<file path="src/rtl/acc_seq_pkg.sv">
package acc_seq_pkg;

  parameter int unsigned WORD_W_D = 16;
  parameter int unsigned ADDR_W_D = 12;
  localparam int unsigned SC_W    = 3;

  typedef enum logic [SC_W-1:0] {
    ST_T0 = 3'd0,
    ST_T1 = 3'd1,
    ST_T2 = 3'd2,
    ST_T3 = 3'd3,
    ST_T4 = 3'd4,
    ST_T5 = 3'd5
  } tstate_e;

  localparam int unsigned OPC_LOAD  = 2;
  localparam int unsigned OPC_STORE = 3;

endpackage

</file>
<file path="src/rtl/acc_seq_rst_sync.sv">
module acc_seq_rst_sync #(
  parameter int unsigned STAGES = 2
) (
  input  logic clk,
  input  logic rst_n_in,
  output logic rst_n_out
);

  logic [STAGES-1:0] sync_q;
  logic [STAGES-1:0] sync_d;

  always_comb begin
    sync_d = {sync_q[STAGES-2:0], 1'b1};
  end

  always_ff @(posedge clk or negedge rst_n_in) begin
    if (!rst_n_in) sync_q <= '0;
    else           sync_q <= sync_d;
  end

  assign rst_n_out = sync_q[STAGES-1];

endmodule

</file>
<file path="src/rtl/acc_seq_timer.sv">
module acc_seq_timer
  import acc_seq_pkg::*;
(
  input  logic    clk,
  input  logic    rst_n,
  input  logic    step,
  input  logic    restart,
  output tstate_e state
);

  tstate_e state_q;
  tstate_e state_d;

  always_comb begin
    state_d = state_q;
    if (restart) begin
      state_d = ST_T0;
    end else if (step) begin
      if (state_q == ST_T5) state_d = ST_T0;
      else                  state_d = tstate_e'(state_q + 3'd1);
    end
  end

  always_ff @(posedge clk or negedge rst_n) begin
    if (!rst_n) state_q <= ST_T0;
    else        state_q <= state_d;
  end

  assign state = state_q;


  sc_range_chk: assert property (@(posedge clk) disable iff (!rst_n)
    state_q inside {ST_T0, ST_T1, ST_T2, ST_T3, ST_T4, ST_T5});


  sc_restart_chk: assert property (@(posedge clk) disable iff (!rst_n)
    restart |=> (state_q == ST_T0));

endmodule

</file>
<file path="src/rtl/acc_seq_opdec.sv">
module acc_seq_opdec #(
  parameter int unsigned OPC_W = 3
) (
  input  logic [OPC_W-1:0]       opcode,
  output logic [(1<<OPC_W)-1:0]  dec
);

  localparam int unsigned NUM_OPS = 1 << OPC_W;

  for (genvar k = 0; k < NUM_OPS; k++) begin : g_line
    assign dec[k] = (opcode == OPC_W'(k));
  end

endmodule

</file>
<file path="src/rtl/acc_seq_datapath.sv">
module acc_seq_datapath #(
  parameter int unsigned WORD_W = 16,
  parameter int unsigned ADDR_W = 12
) (
  input  logic              clk,
  input  logic              rst_n,
  input  logic [WORD_W-1:0] rdata,
  input  logic              ar_from_pc,
  input  logic              ar_from_ir,
  input  logic              ar_from_ptr,
  input  logic              ir_load,
  input  logic              pc_step,
  input  logic              ptr_load,
  input  logic              acc_load,
  input  logic              ind_load,
  output logic [ADDR_W-1:0] ar,
  output logic [ADDR_W-1:0] pc,
  output logic [WORD_W-1:0] ir,
  output logic [WORD_W-1:0] acc,
  output logic              ind_flag
);

  localparam int unsigned IND_BIT = WORD_W - 1;

  logic [ADDR_W-1:0] ar_q, ar_d;
  logic [ADDR_W-1:0] pc_q, pc_d;
  logic [WORD_W-1:0] ir_q, ir_d;
  logic [ADDR_W-1:0] ptr_q, ptr_d;
  logic [WORD_W-1:0] acc_q, acc_d;
  logic              ind_q, ind_d;

  always_comb begin
    ar_d = ar_q;
    if (ar_from_pc)       ar_d = pc_q;
    else if (ar_from_ir)  ar_d = ir_q[ADDR_W-1:0];
    else if (ar_from_ptr) ar_d = ptr_q;
  end

  always_comb begin
    pc_d  = pc_step  ? pc_q + ADDR_W'(1) : pc_q;
    ir_d  = ir_load  ? rdata             : ir_q;
    ptr_d = ptr_load ? rdata[ADDR_W-1:0] : ptr_q;
    acc_d = acc_load ? rdata             : acc_q;
    ind_d = ind_load ? ir_q[IND_BIT]     : ind_q;
  end

  always_ff @(posedge clk or negedge rst_n) begin
    if (!rst_n) begin
      ar_q  <= '0;
      pc_q  <= '0;
      ir_q  <= '0;
      ptr_q <= '0;
      acc_q <= '0;
      ind_q <= 1'b0;
    end else begin
      ar_q  <= ar_d;
      pc_q  <= pc_d;
      ir_q  <= ir_d;
      ptr_q <= ptr_d;
      acc_q <= acc_d;
      ind_q <= ind_d;
    end
  end

  assign ar       = ar_q;
  assign pc       = pc_q;
  assign ir       = ir_q;
  assign acc      = acc_q;
  assign ind_flag = ind_q;


  pc_step_chk: assert property (@(posedge clk) disable iff (!rst_n)
    pc_step |=> (pc_q == $past(pc_q) + ADDR_W'(1)));


  ptr_addr_chk: assert property (@(posedge clk) disable iff (!rst_n)
    (ptr_load ##1 ar_from_ptr) |=> (ar_q == $past(rdata[ADDR_W-1:0], 2)));


  ind_bit_chk: assert property (@(posedge clk) disable iff (!rst_n)
    ind_load |=> (ind_q == $past(ir_q[IND_BIT])));

endmodule

</file>
<file path="src/rtl/acc_seq_top.sv">
module acc_seq_top
  import acc_seq_pkg::*;
#(
  parameter int unsigned WORD_W = WORD_W_D,
  parameter int unsigned ADDR_W = ADDR_W_D
) (
  input  logic              clk,
  input  logic              rst_n,
  output logic [ADDR_W-1:0] mem_addr,
  input  logic [WORD_W-1:0] mem_rdata,
  output logic [WORD_W-1:0] mem_wdata,
  output logic              mem_we,
  output logic              at_fetch,
  output logic [WORD_W-1:0] acc_value
);

  localparam int unsigned OPC_W   = WORD_W - 1 - ADDR_W;
  localparam int unsigned NUM_OPS = 1 << OPC_W;
  localparam logic [NUM_OPS-1:0] MEMREF_MASK =
    (NUM_OPS'(1) << OPC_LOAD) | (NUM_OPS'(1) << OPC_STORE);

  logic              rst_n_sync;
  tstate_e           state;
  logic              sc_step, sc_restart;
  logic              ar_from_pc, ar_from_ir, ar_from_ptr;
  logic              ir_load, pc_step, ptr_load, acc_load, ind_load;
  logic              we_d;
  logic [ADDR_W-1:0] ar, pc;
  logic [WORD_W-1:0] ir, acc;
  logic              ind_flag;
  logic [NUM_OPS-1:0] dec;
  logic              is_load, is_store, other_op;

  acc_seq_rst_sync #(.STAGES(2)) u_rst_sync (
    .clk       (clk),
    .rst_n_in  (rst_n),
    .rst_n_out (rst_n_sync)
  );

  acc_seq_timer u_timer (
    .clk     (clk),
    .rst_n   (rst_n_sync),
    .step    (sc_step),
    .restart (sc_restart),
    .state   (state)
  );

  acc_seq_opdec #(.OPC_W(OPC_W)) u_opdec (
    .opcode (ir[WORD_W-2:ADDR_W]),
    .dec    (dec)
  );

  acc_seq_datapath #(.WORD_W(WORD_W), .ADDR_W(ADDR_W)) u_dp (
    .clk         (clk),
    .rst_n       (rst_n_sync),
    .rdata       (mem_rdata),
    .ar_from_pc  (ar_from_pc),
    .ar_from_ir  (ar_from_ir),
    .ar_from_ptr (ar_from_ptr),
    .ir_load     (ir_load),
    .pc_step     (pc_step),
    .ptr_load    (ptr_load),
    .acc_load    (acc_load),
    .ind_load    (ind_load),
    .ar          (ar),
    .pc          (pc),
    .ir          (ir),
    .acc         (acc),
    .ind_flag    (ind_flag)
  );

  assign is_load  = dec[OPC_LOAD];
  assign is_store = dec[OPC_STORE];
  assign other_op = |(dec & ~MEMREF_MASK);

  always_comb begin
    sc_step     = 1'b0;
    sc_restart  = 1'b0;
    ar_from_pc  = 1'b0;
    ar_from_ir  = 1'b0;
    ar_from_ptr = 1'b0;
    ir_load     = 1'b0;
    pc_step     = 1'b0;
    ptr_load    = 1'b0;
    acc_load    = 1'b0;
    ind_load    = 1'b0;
    we_d        = 1'b0;
    case (state)
      ST_T0: begin
        ar_from_pc = 1'b1;
        sc_step    = 1'b1;
      end
      ST_T1: begin
        ir_load = 1'b1;
        pc_step = 1'b1;
        sc_step = 1'b1;
      end
      ST_T2: begin
        ind_load   = 1'b1;
        ar_from_ir = 1'b1;
        sc_step    = 1'b1;
      end
      ST_T3: begin
        if (other_op) begin
          sc_restart = 1'b1;
        end else if (ind_flag) begin
          ptr_load = 1'b1;
          sc_step  = 1'b1;
        end else begin
          acc_load   = is_load;
          we_d       = is_store;
          sc_restart = 1'b1;
        end
      end
      ST_T4: begin
        if (other_op) begin
          sc_restart = 1'b1;
        end else begin
          ar_from_ptr = 1'b1;
          sc_step     = 1'b1;
        end
      end
      ST_T5: begin
        acc_load   = is_load;
        we_d       = is_store;
        sc_restart = 1'b1;
      end
      default: begin
        sc_restart = 1'b1;
      end
    endcase
  end

  assign mem_addr  = ar;
  assign mem_wdata = acc;
  assign mem_we    = we_d;
  assign at_fetch  = (state == ST_T0);
  assign acc_value = acc;


  fetch_addr_chk: assert property (@(posedge clk) disable iff (!rst_n_sync)
    (state == ST_T0) |=> (mem_addr == $past(pc)));


  decode_addr_chk: assert property (@(posedge clk) disable iff (!rst_n_sync)
    (state == ST_T2) |=> (mem_addr == $past(ir[ADDR_W-1:0])));


  direct_load_chk: assert property (@(posedge clk) disable iff (!rst_n_sync)
    (state == ST_T3 && is_load && !ind_flag) |=> (acc_value == $past(mem_rdata) && at_fetch));


  other_keep_chk: assert property (@(posedge clk) disable iff (!rst_n_sync)
    (state == ST_T3 && other_op) |=> (acc_value == $past(acc_value) && at_fetch));


  other_nowrite_chk: assert property (@(posedge clk) disable iff (!rst_n_sync)
    other_op |-> !mem_we);


  we_single_chk: assert property (@(posedge clk) disable iff (!rst_n_sync)
    mem_we |=> (!mem_we && at_fetch));


  store_data_chk: assert property (@(posedge clk) disable iff (!rst_n_sync)
    mem_we |-> (mem_wdata == acc_value && is_store));

endmodule

</file>
<file path="config.mk">
export PLATFORM = sky130hd
export DESIGN_NAME = acc_seq_top
export DESIGN_NICKNAME = d
export VERILOG_FILES = /design/src/rtl/acc_seq_pkg.sv /design/src/rtl/acc_seq_rst_sync.sv /design/src/rtl/acc_seq_timer.sv /design/src/rtl/acc_seq_opdec.sv /design/src/rtl/acc_seq_datapath.sv /design/src/rtl/acc_seq_top.sv
export SDC_FILE = /design/constraint.sdc
export NUM_CORES = 1
export LEC_CHECK = 0
export ABC_AREA = 1
export BUFFER_PORTS_ARGS = -buffer_cell sky130_fd_sc_hd__buf_2
export CELL_PAD_IN_SITES_DETAIL_PLACEMENT = 2
export CELL_PAD_IN_SITES_GLOBAL_PLACEMENT = 2
export CORE_ASPECT_RATIO = 1.4
export CORE_MARGIN = 2
export CORE_UTILIZATION = 30
export DETAILED_ROUTE_END_ITERATION = 10
export PLACE_DENSITY = 0.82
export SLEW_MARGIN = 5
export SYNTH_ARGS = -nofsm -noshare
export SYNTH_HDL_FRONTEND = slang
export SYNTH_SLANG_ARGS = --single-unit
</file>
<file path="constraint.sdc">
create_clock -name clk -period 2.2 [get_ports clk]
set_input_delay 0.33 -clock clk [delete_from_list [all_inputs] [get_ports clk]]
set_output_delay 0.33 -clock clk [all_outputs]
set_load 0.05 [all_outputs]
</file>
; ---- Yosys cells after proc, flatten, opt, wreduce, memory -nomap -nowiden
; Index checks and enable logic that the tools add are counted.
; W data, S select, Z words.
[word_totals]
regBits = 74
inputBits = 18
output_inout_bits = 46
wordCells = 53
[classes]
n_addsub = 2
eq_ne = 12
mux = 25
reduce_logical = 6
[ops]
columns = operator, count
row1 = $mux W12, 3
row2 = $eq A3 B3 Y1 const B, 6
row3 = $mux W1, 15
row4 = $add A12 B1 Y12 const B, 1
row5 = $eq A3 B2 Y1 const B, 4
row6 = $mux W3, 3
row7 = $eq A3 B1 Y1 const B, 2
row8 = $logic_not A3 Y1, 2
row9 = $pmux W1 S3, 2
row10 = $reduce_or A6 Y1, 1
row11 = $pmux W1 S2, 2
row12 = $add A3 B1 Y3 const B, 1
row13 = $reduce_bool A3 Y1, 1
row14 = $reduce_or A3 Y1, 1
row15 = $reduce_bool A2 Y1, 1

; ---- Logic depth before layout (Yosys ltp)
; Gate-level depths: netlist of run 1.
[depth]
ltp_word = 7
mapped_depth = 10
ltp_nobuf = 8

; ---- By module
; From an unflattened synthesis of run 1, not the netlist that was laid out.
[hier_totals]
hier_cells = 381
hier_area_um2 = 3517.1
[by_module_without_submodules]
columns = module, instances, cells_each, area_per_inst_um2, seq_area_each_um2
row1 = acc_seq_datapath, 1, 292, 2969.1, 1726.7
row2 = acc_seq_top, 1, 52, 290.3, 0.0
row3 = acc_seq_timer, 1, 19, 147.6, 75.1
row4 = acc_seq_opdec, 1, 15, 56.3, 0.0
row5 = acc_seq_rst_sync, 1, 3, 53.8, 50.0

; ---- Worst setup path after synthesis of run 1
; OpenSTA, ideal clock, no wires.
[synth_timing]
kind = register to output
start = reg u_timer.state_q[0], in the netlist u_timer.state[0]
end = out mem_we
arrival_time_ns = 1.582
required_time_ns = 1.870
slack_ns = 0.288
path_stages_with_launch = 8
n_path_buf = 0
cell_sequence = dfrtp_1 -> nand2_1 -> inv_1 -> ha_1 -> nand2_1 -> nand2_1 -> nand2_1 -> nor2_1
[synth_between]
elab_chain_len = 2
word_cells_on_any_way = 3
classes_between = eq/ne: 2 / mux: 1
[synth_rtl]
columns = element, line
row1 = from (decl), acc_seq_timer.sv:11  ; tstate_e state_q;
row2 = from (signal assigned), acc_seq_timer.sv:26  ; else state_q <= state_d;
row3 = $eq A3 B3 Y1 / $eq A3 B2 Y1 (equally long branches), acc_seq_top.sv:88  ; case (state)
row4 = $pmux W1 S2 *, acc_seq_top.sv:88
row5 = to (decl), acc_seq_top.sv:12  ; output logic mem_we,
; Every way passes the cells marked *; elsewhere a longest branch is shown, timed or not.

; ---- Final worst setup path of run 1
[layout_timing]
start = reg u_timer.state_q[2], in the netlist u_timer.state[2]
end = out mem_we
; Same word-level chain as after synthesis.

==> results of run 1 <==
[cell families after synthesis]
family | Yosys count | share of synthesized area [%]
xor gates and xnor gates | 6 | 1.52
and+or+nand+nor | 156 | 20.1
buffers and inverters | 81 | 12.0
adders and majority gates | 2 | 0.726
DFF | 74 | 53.7
AOI/OAI and AO/OA | 77 | 11.8
other | 1 | 0.109
[cell type report]
cell class                 count  area (µm²)
timing repair buffer          71         397
clock buffer                  12         246
fill                        1324        7170
sequential                    74        1850
clock inverter                 4        51.3
tap                          144         180
multi-input combinational    242        1200
inverter                      50         188
[repair_timing]
action                     CTS  global route
pin swaps                    0             0
hold endpoints to repair     2             0
setup buffers                0             0
gates resized for setup      2             4
hold buffers                 1             0
setup endpoints to repair    1             8
[layout by cell type (no fill, tap or decap), drive strengths merged, types with 2 or more instances in the layout]
cell type / instances
a21oi: 16
buf: 70
clkbuf: 12
clkinv: 2
dfrtp: 74
ha: 2
inv: 50
nand2: 102
nand3: 23
nand4: 4
nor2: 23
o21ai: 61
xnor2: 4
xor2: 2
[state kept, by name (all words and copies together) (netlist names)]
name	count
u_dp.acc	16
u_dp.ir	16
u_dp.ar	12
u_dp.pc	12
u_dp.ptr_q	12
u_timer.state	3
u_rst_sync.sync_q	2
u_dp.ind_flag	1
[per-stage QoR]
stage          hold WS, ns  instance area, µm²  cells  utilization, %  setup slack, ns
5_1_grt              0.290                4110    597            36.5           0.0230
3_5_place_dp         0.118                3780    580            33.6            0.124
4_1_cts              0.262                4100    597            36.3           0.0497
6_report             0.264                4110    597            36.5            0.118
3_3_place_gp         0.116                3780    580            33.6            0.336
2_1_floorplan       0.0344                3450    397               -            0.288
[worst min-delay path by stage]
stage                                                end  slack [ns]  cells after the start
after floorplan           u_rst_sync.sync_q[0]$_DFF_PN0_        0.03                      0
after global placement    u_rst_sync.sync_q[0]$_DFF_PN0_        0.12                      1
after detailed placement  u_rst_sync.sync_q[0]$_DFF_PN0_        0.12                      1
after CTS                       u_dp.acc[13]$_DFFE_PN0P_        0.26                      3
after global routing            u_dp.acc[12]$_DFFE_PN0P_        0.29                      3
final                            u_dp.ir[12]$_DFFE_PN0P_        0.26                      3
[per-layer routing]
layer | vias up | GRT usage, % | routed length, µm
met5 | - | 0 | 0
met4 | 0 | 5.71 | 149
met3 | 10 | 2.98 | 300
met2 | 47 | 33.0 | 5610
met1 | 1388 | 20.8 | 4060
li1 | 1338 | - | -
[critical path, cell delays in order, from the launching register on]
cell and delay [ns]:
dfrtp_1 0.45, inv_1 0.15, ha_2 0.21, nand2_1 0.06, nand2_1 0.14, nand2_1 0.09
nor2_2 0.13, buf_6 0.18
==> summary.txt, run 1 <==
Outcome
  – Outcome: completed

Synthesis
  – Synth area leaders: dfrtp_1 (54%), nand2_1 (11%), o21ai_0 (7.1%)
  – Avg Synthesized Cell Area: 8.69 µm²
  – Yosys warns: 0
  – Post-Syn Nets: 417
  – Commonest cells post-synth: nand2_1 (100), dfrtp_1 (74), o21ai_0 (49)
  – Most common cell in the netlist: nand2_1
  – EDFF count, synth: 0
  – Post-synth ARST share: 100%
  – Synthesized instance count: 397
  – Distinct cells, synth: 28
  – Ys flop type: dfrtp_1
  – Register area share after synthesis: 53.7%
  – Yosys reg bits: 74
  – Mapped Area: 3450 µm²
  – Post-synth top area share: 53.7%
  – Cell taking the most area after synthesis: dfrtp_1

Critical path
  – CP startpoint kind: register
  – Worst r2r path cells: 7
  – Arrival @ worst endpoint: 1.75 ns
  – Reg2Reg Setup Slack: 0.43 ns
  – Critical Path Fanout Max: 4
  – Reg2reg end: u_dp.pc[7]$_DFFE_PN0P_
  – WS Path Type: reg -> out
  – Crit path to: mem_we
  – WP data required: 1.87 ns
  – Crit end category: output port
  – Worst flop-to-flop path startpoint: u_timer.state[1]$_DFFE_PN0P_
  – Worst setup path start: u_timer.state[2]$_DFFE_PN0P_

Clocking
  – Max Root-Sink Buffers: 2
  – CTS Buf Count: 9
  – CTS tree: yes
  – CTS Sinks: 74
  – Max H-tree Level: 3
  – Clock slew at reported path FFs: 0.06 ns
  – Clock latency on the worst-skew pair: 0.34 ns
  – Root Driver: clkbuf_16

Global routing
  – Initial antenna violation count: 0
  – Number of global-route vias before repair: 3,163
  – Total global-route track usage: 17.8%
  – First-pass GRT wire length: 16,700 µm
  – Total gr overflow: 0
  – Largest net degree at the start of global routing: 73

Timing
  – F_max: 480 MHz
  – Fin Clk Skew: 0.00866 ns
  – Slew Limit Fails: 0
  – Setup tns final: 0 ns
  – Final Cycle Share: 94.6%
  – Final hold violations: 0
  – Final worst path period need: 2.08 ns
  – Setup violations, final: 0
  – Unrepaired setup endpoints after global routing: no

Detailed routing
  – Final ANT Viol Nets: 0
  – DR WL/cell: 16.9 µm
  – Starting DRT DRC Count: 129
  – Routed vias: 2,783
  – Final WL: 10,100 µm
  – DRC Markers: 0
  – Drt pass-1 iters: 4
  – Via density: 4.66

Floorplanning
  – Die H: 131 µm
  – Starting Density: 30.6%
  – Die X: 94.6 µm
  – Core Footprint: 11,300 µm²
  – Ports: 64
  – Die area: 12,400 µm²
  – Row cnt: 46

Place
  – Placed wire-length estimate: 7220 µm
  – Gpl congestion: 0.812
  – I/O Buffers: 63

Worst hold path
  – Hold Crit Class: in -> reg
  – Hold_sp: mem_rdata[12]

Final layout
  – Share of layout cells above drive strength 1: 23.4%
  – Layout Nets: 468
  – Layout area overhead: 19.3%
  – Inserted Diodes: 0

Run
  – Max-cap viol count: 0
Power of run 1 is left out: the tool's default activity adds up to more than one toggle a clock period on the data nets, which glitch-free logic cannot reach.
==> run 2: changes to the inputs <==
--- a/config.mk
+++ b/config.mk
@@ -13,7 +13,7 @@
 export CORE_MARGIN = 2
 export CORE_UTILIZATION = 30
 export DETAILED_ROUTE_END_ITERATION = 10
-export PLACE_DENSITY = 0.82
+export PLACE_DENSITY = 0.74
 export SLEW_MARGIN = 5
 export SYNTH_ARGS = -nofsm -noshare
 export SYNTH_HDL_FRONTEND = slang
==> summary.txt, run 2 (same netlist as run 1, synthesis figures left out) <==
Global routing
  – GRT busiest layer: met2
  – Total gr overflow: 0 (unchanged)
  – Met2 usage: 28.7% (-4.3 points)
  – GR Util met1: 19.9% (-0.92 points)
  – Number of global-route vias before repair: 3,031 (-4.2%)
  – Initial antenna violation count: 0 (unchanged)
  – Total global-route track usage: 16.5% (-1.4 points)
  – First-pass GRT wire length: 15,500 µm (-7.3%)
  – Largest net degree at the start of global routing: 41 (-44%)
  – GR Util met3: 2.47% (-0.52 points)

Timing
  – Final Cycle Share: 95.0% (+0.36 points)
  – F_max: 478 MHz (-0.38%)
  – Final hold violations: 0 (unchanged)
  – Slew Limit Fails: 0 (unchanged)
  – Setup tns final: 0 ns (unchanged)
  – Fin Clk Skew: 0.00417 ns (-0.00449 ns)
  – Final worst slack: 0.110 ns (-0.00786 ns)
  – Setup violations, final: 0 (unchanged)
  – Final worst path period need: 2.09 ns (+0.00786 ns)

Place
  – Pre-CTS WS: 0.102 ns (-0.0224 ns)
  – I/O Buffers: 63 (unchanged)
  – Placed wire-length estimate: 6810 µm (-5.8%)
  – Gpl congestion: 0.744 (-8.4%)

Floorplanning
  – Die H: 131 µm (unchanged)
  – Row cnt: 46 (unchanged)
  – Ports: 64 (unchanged)
  – Starting Density: 30.6% (unchanged)
  – Core Footprint: 11,300 µm² (unchanged)
  – Die area: 12,400 µm² (unchanged)
  – Die X: 94.6 µm (unchanged)

Final layout
  – Layout area overhead: 19.5%
  – Share of layout cells above drive strength 1: 23.3% (-0.052 points)
  – Most frequent cells in the layout: nand2_1 (100), dfrtp_1 (72), buf_2 (62)
  – Layout Nets: 469 (+0.21%)
  – Inserted Diodes: 0 (unchanged)
  – Commonest non-fill, non-tap cell in the layout: nand2_1

Detailed routing
  – Routed vias: 2,763 (-0.72%)
  – Final WL: 9070 µm (-10%)
  – Via density: 4.62 (-0.88%)
  – DRC Markers: 0 (unchanged)
  – DR WL/cell: 15.2 µm (-11%)
  – Drt pass-1 iters: 3 (-1)
  – Starting DRT DRC Count: 54 (-58%)
  – Final ANT Viol Nets: 0 (unchanged)

Outcome
  – Outcome: completed

Clocking
  – Post-CTS Repair Setup Buffers: 0 (unchanged)
  – CTS tree: yes
  – CTS Buf Count: 9 (unchanged)
  – CTS Sinks: 74 (unchanged)
  – Clock slew at reported path FFs: 0.06 ns (about the same)
  – Root Driver: clkbuf_16
  – Clock latency on the worst-skew pair: 0.34 ns (about the same)
  – Max H-tree Level: 3 (unchanged)
  – Max Root-Sink Buffers: 2 (unchanged)

Critical path
  – Crit end category: output port
  – CP peak stage delay: 0.44 ns (about the same)
  – WP data required: 1.87 ns (about the same)
  – Top Family by Delay on Critical Path: simple AND/OR/NAND/NOR gates
  – Crit-path slowest cell: dfrtp_2
  – CP bufs+invs: 2 (unchanged)
  – Crit-path most repeated cell: nand2_1
  – Critical Path Fanout Max: 6 (+2)
  – Arrival @ worst endpoint: 1.76 ns (about the same)
  – CP startpoint kind: register
  – WS Path Type: reg -> out
  – Crit path cell chain: nand2_1, inv_1, ha_1, nand2_1, nand2_1, nand2_1, nor2_1, clkbuf_4

Run
  – Max-cap viol count: 0 (unchanged)

Worst hold path
  – Hold Crit Class: in -> reg
run 2: path summary, 6_finish.rpt:
path	startpoint	end	slack (ns)	cells past startpoint
worst max-delay path	u_timer.state[0]$_DFFE_PN0P_	mem_we	0.11	8
worst max register to register	u_timer.state[0]$_DFFE_PN0P_	u_dp.acc[3]$_DFFE_PN0P_	0.50	8
max in group asynchronous	u_rst_sync.sync_q[1]$_DFF_PN0_	u_dp.ar[5]$_DFFE_PN0P_	1.52	1
min in group asynchronous	u_rst_sync.sync_q[1]$_DFF_PN0_	u_dp.acc[10]$_DFFE_PN0P_	0.26	1
worst min-delay path	mem_rdata[14]	u_dp.acc[14]$_DFFE_PN0P_	0.25	3
worst min register to register	u_rst_sync.sync_q[1]$_DFF_PN0_	u_dp.acc[10]$_DFFE_PN0P_	0.26	1
run 2: area by class of cell:
cell class | instances | area (µm²)
multi-input combinational | 242 | 1190
clock inverter | 4 | 50.0
timing repair buffer | 72 | 400
fill | 1311 | 7160
sequential | 74 | 1850
clock buffer | 12 | 256
inverter | 50 | 188
tap | 144 | 180
run 2: timing repair:
item / 4_1_cts / 5_1_grt
hold buffers: 1 / 0
hold endpoints to repair: 2 / 0
resized for setup: 0 / 3
endpoints found under the setup margin: 0 / 17
run 2: layer usage:
| metal | vias to the layer above | wire (µm) | share of wire, % |
|---|---|---|---|
| li1 | 1342 | - | - |
| met1 | 1366 | 3820 | 42 |
| met4 | 0 | 196 | 2.2 |
| met5 | - | 0 | 0 |
| met3 | 11 | 277 | 3.1 |
| met2 | 44 | 4770 | 53 |
run 2: per-stage QoR:
| stage | cell area (µm²) | utilization (%) | std cells | hold slack, ns |
|---|---|---|---|---|
| 6_report | 4120 | 36.5 | 598 | 0.251 |
| 5_1_grt | 4120 | 36.5 | 598 | 0.273 |
| 4_1_cts | 4110 | 36.4 | 598 | 0.250 |
| 3_3_place_gp | 3790 | 33.6 | 581 | 0.118 |
| 2_1_floorplan | 3450 | - | 397 | 0.0344 |
| 3_5_place_dp | 3790 | 33.6 | 581 | 0.118 |
run 2: worst register-to-register path: stages, from the launching register on:
cell	delay, ns
dfrtp_2	0.44
nand2_1	0.09
inv_1	0.09
ha_1	0.19
nand2_1	0.07
nand2_1	0.13
nand3_4	0.31
nand2_1	0.20
o21ai_2	0.06
Power of run 2 is left out for the same reason.
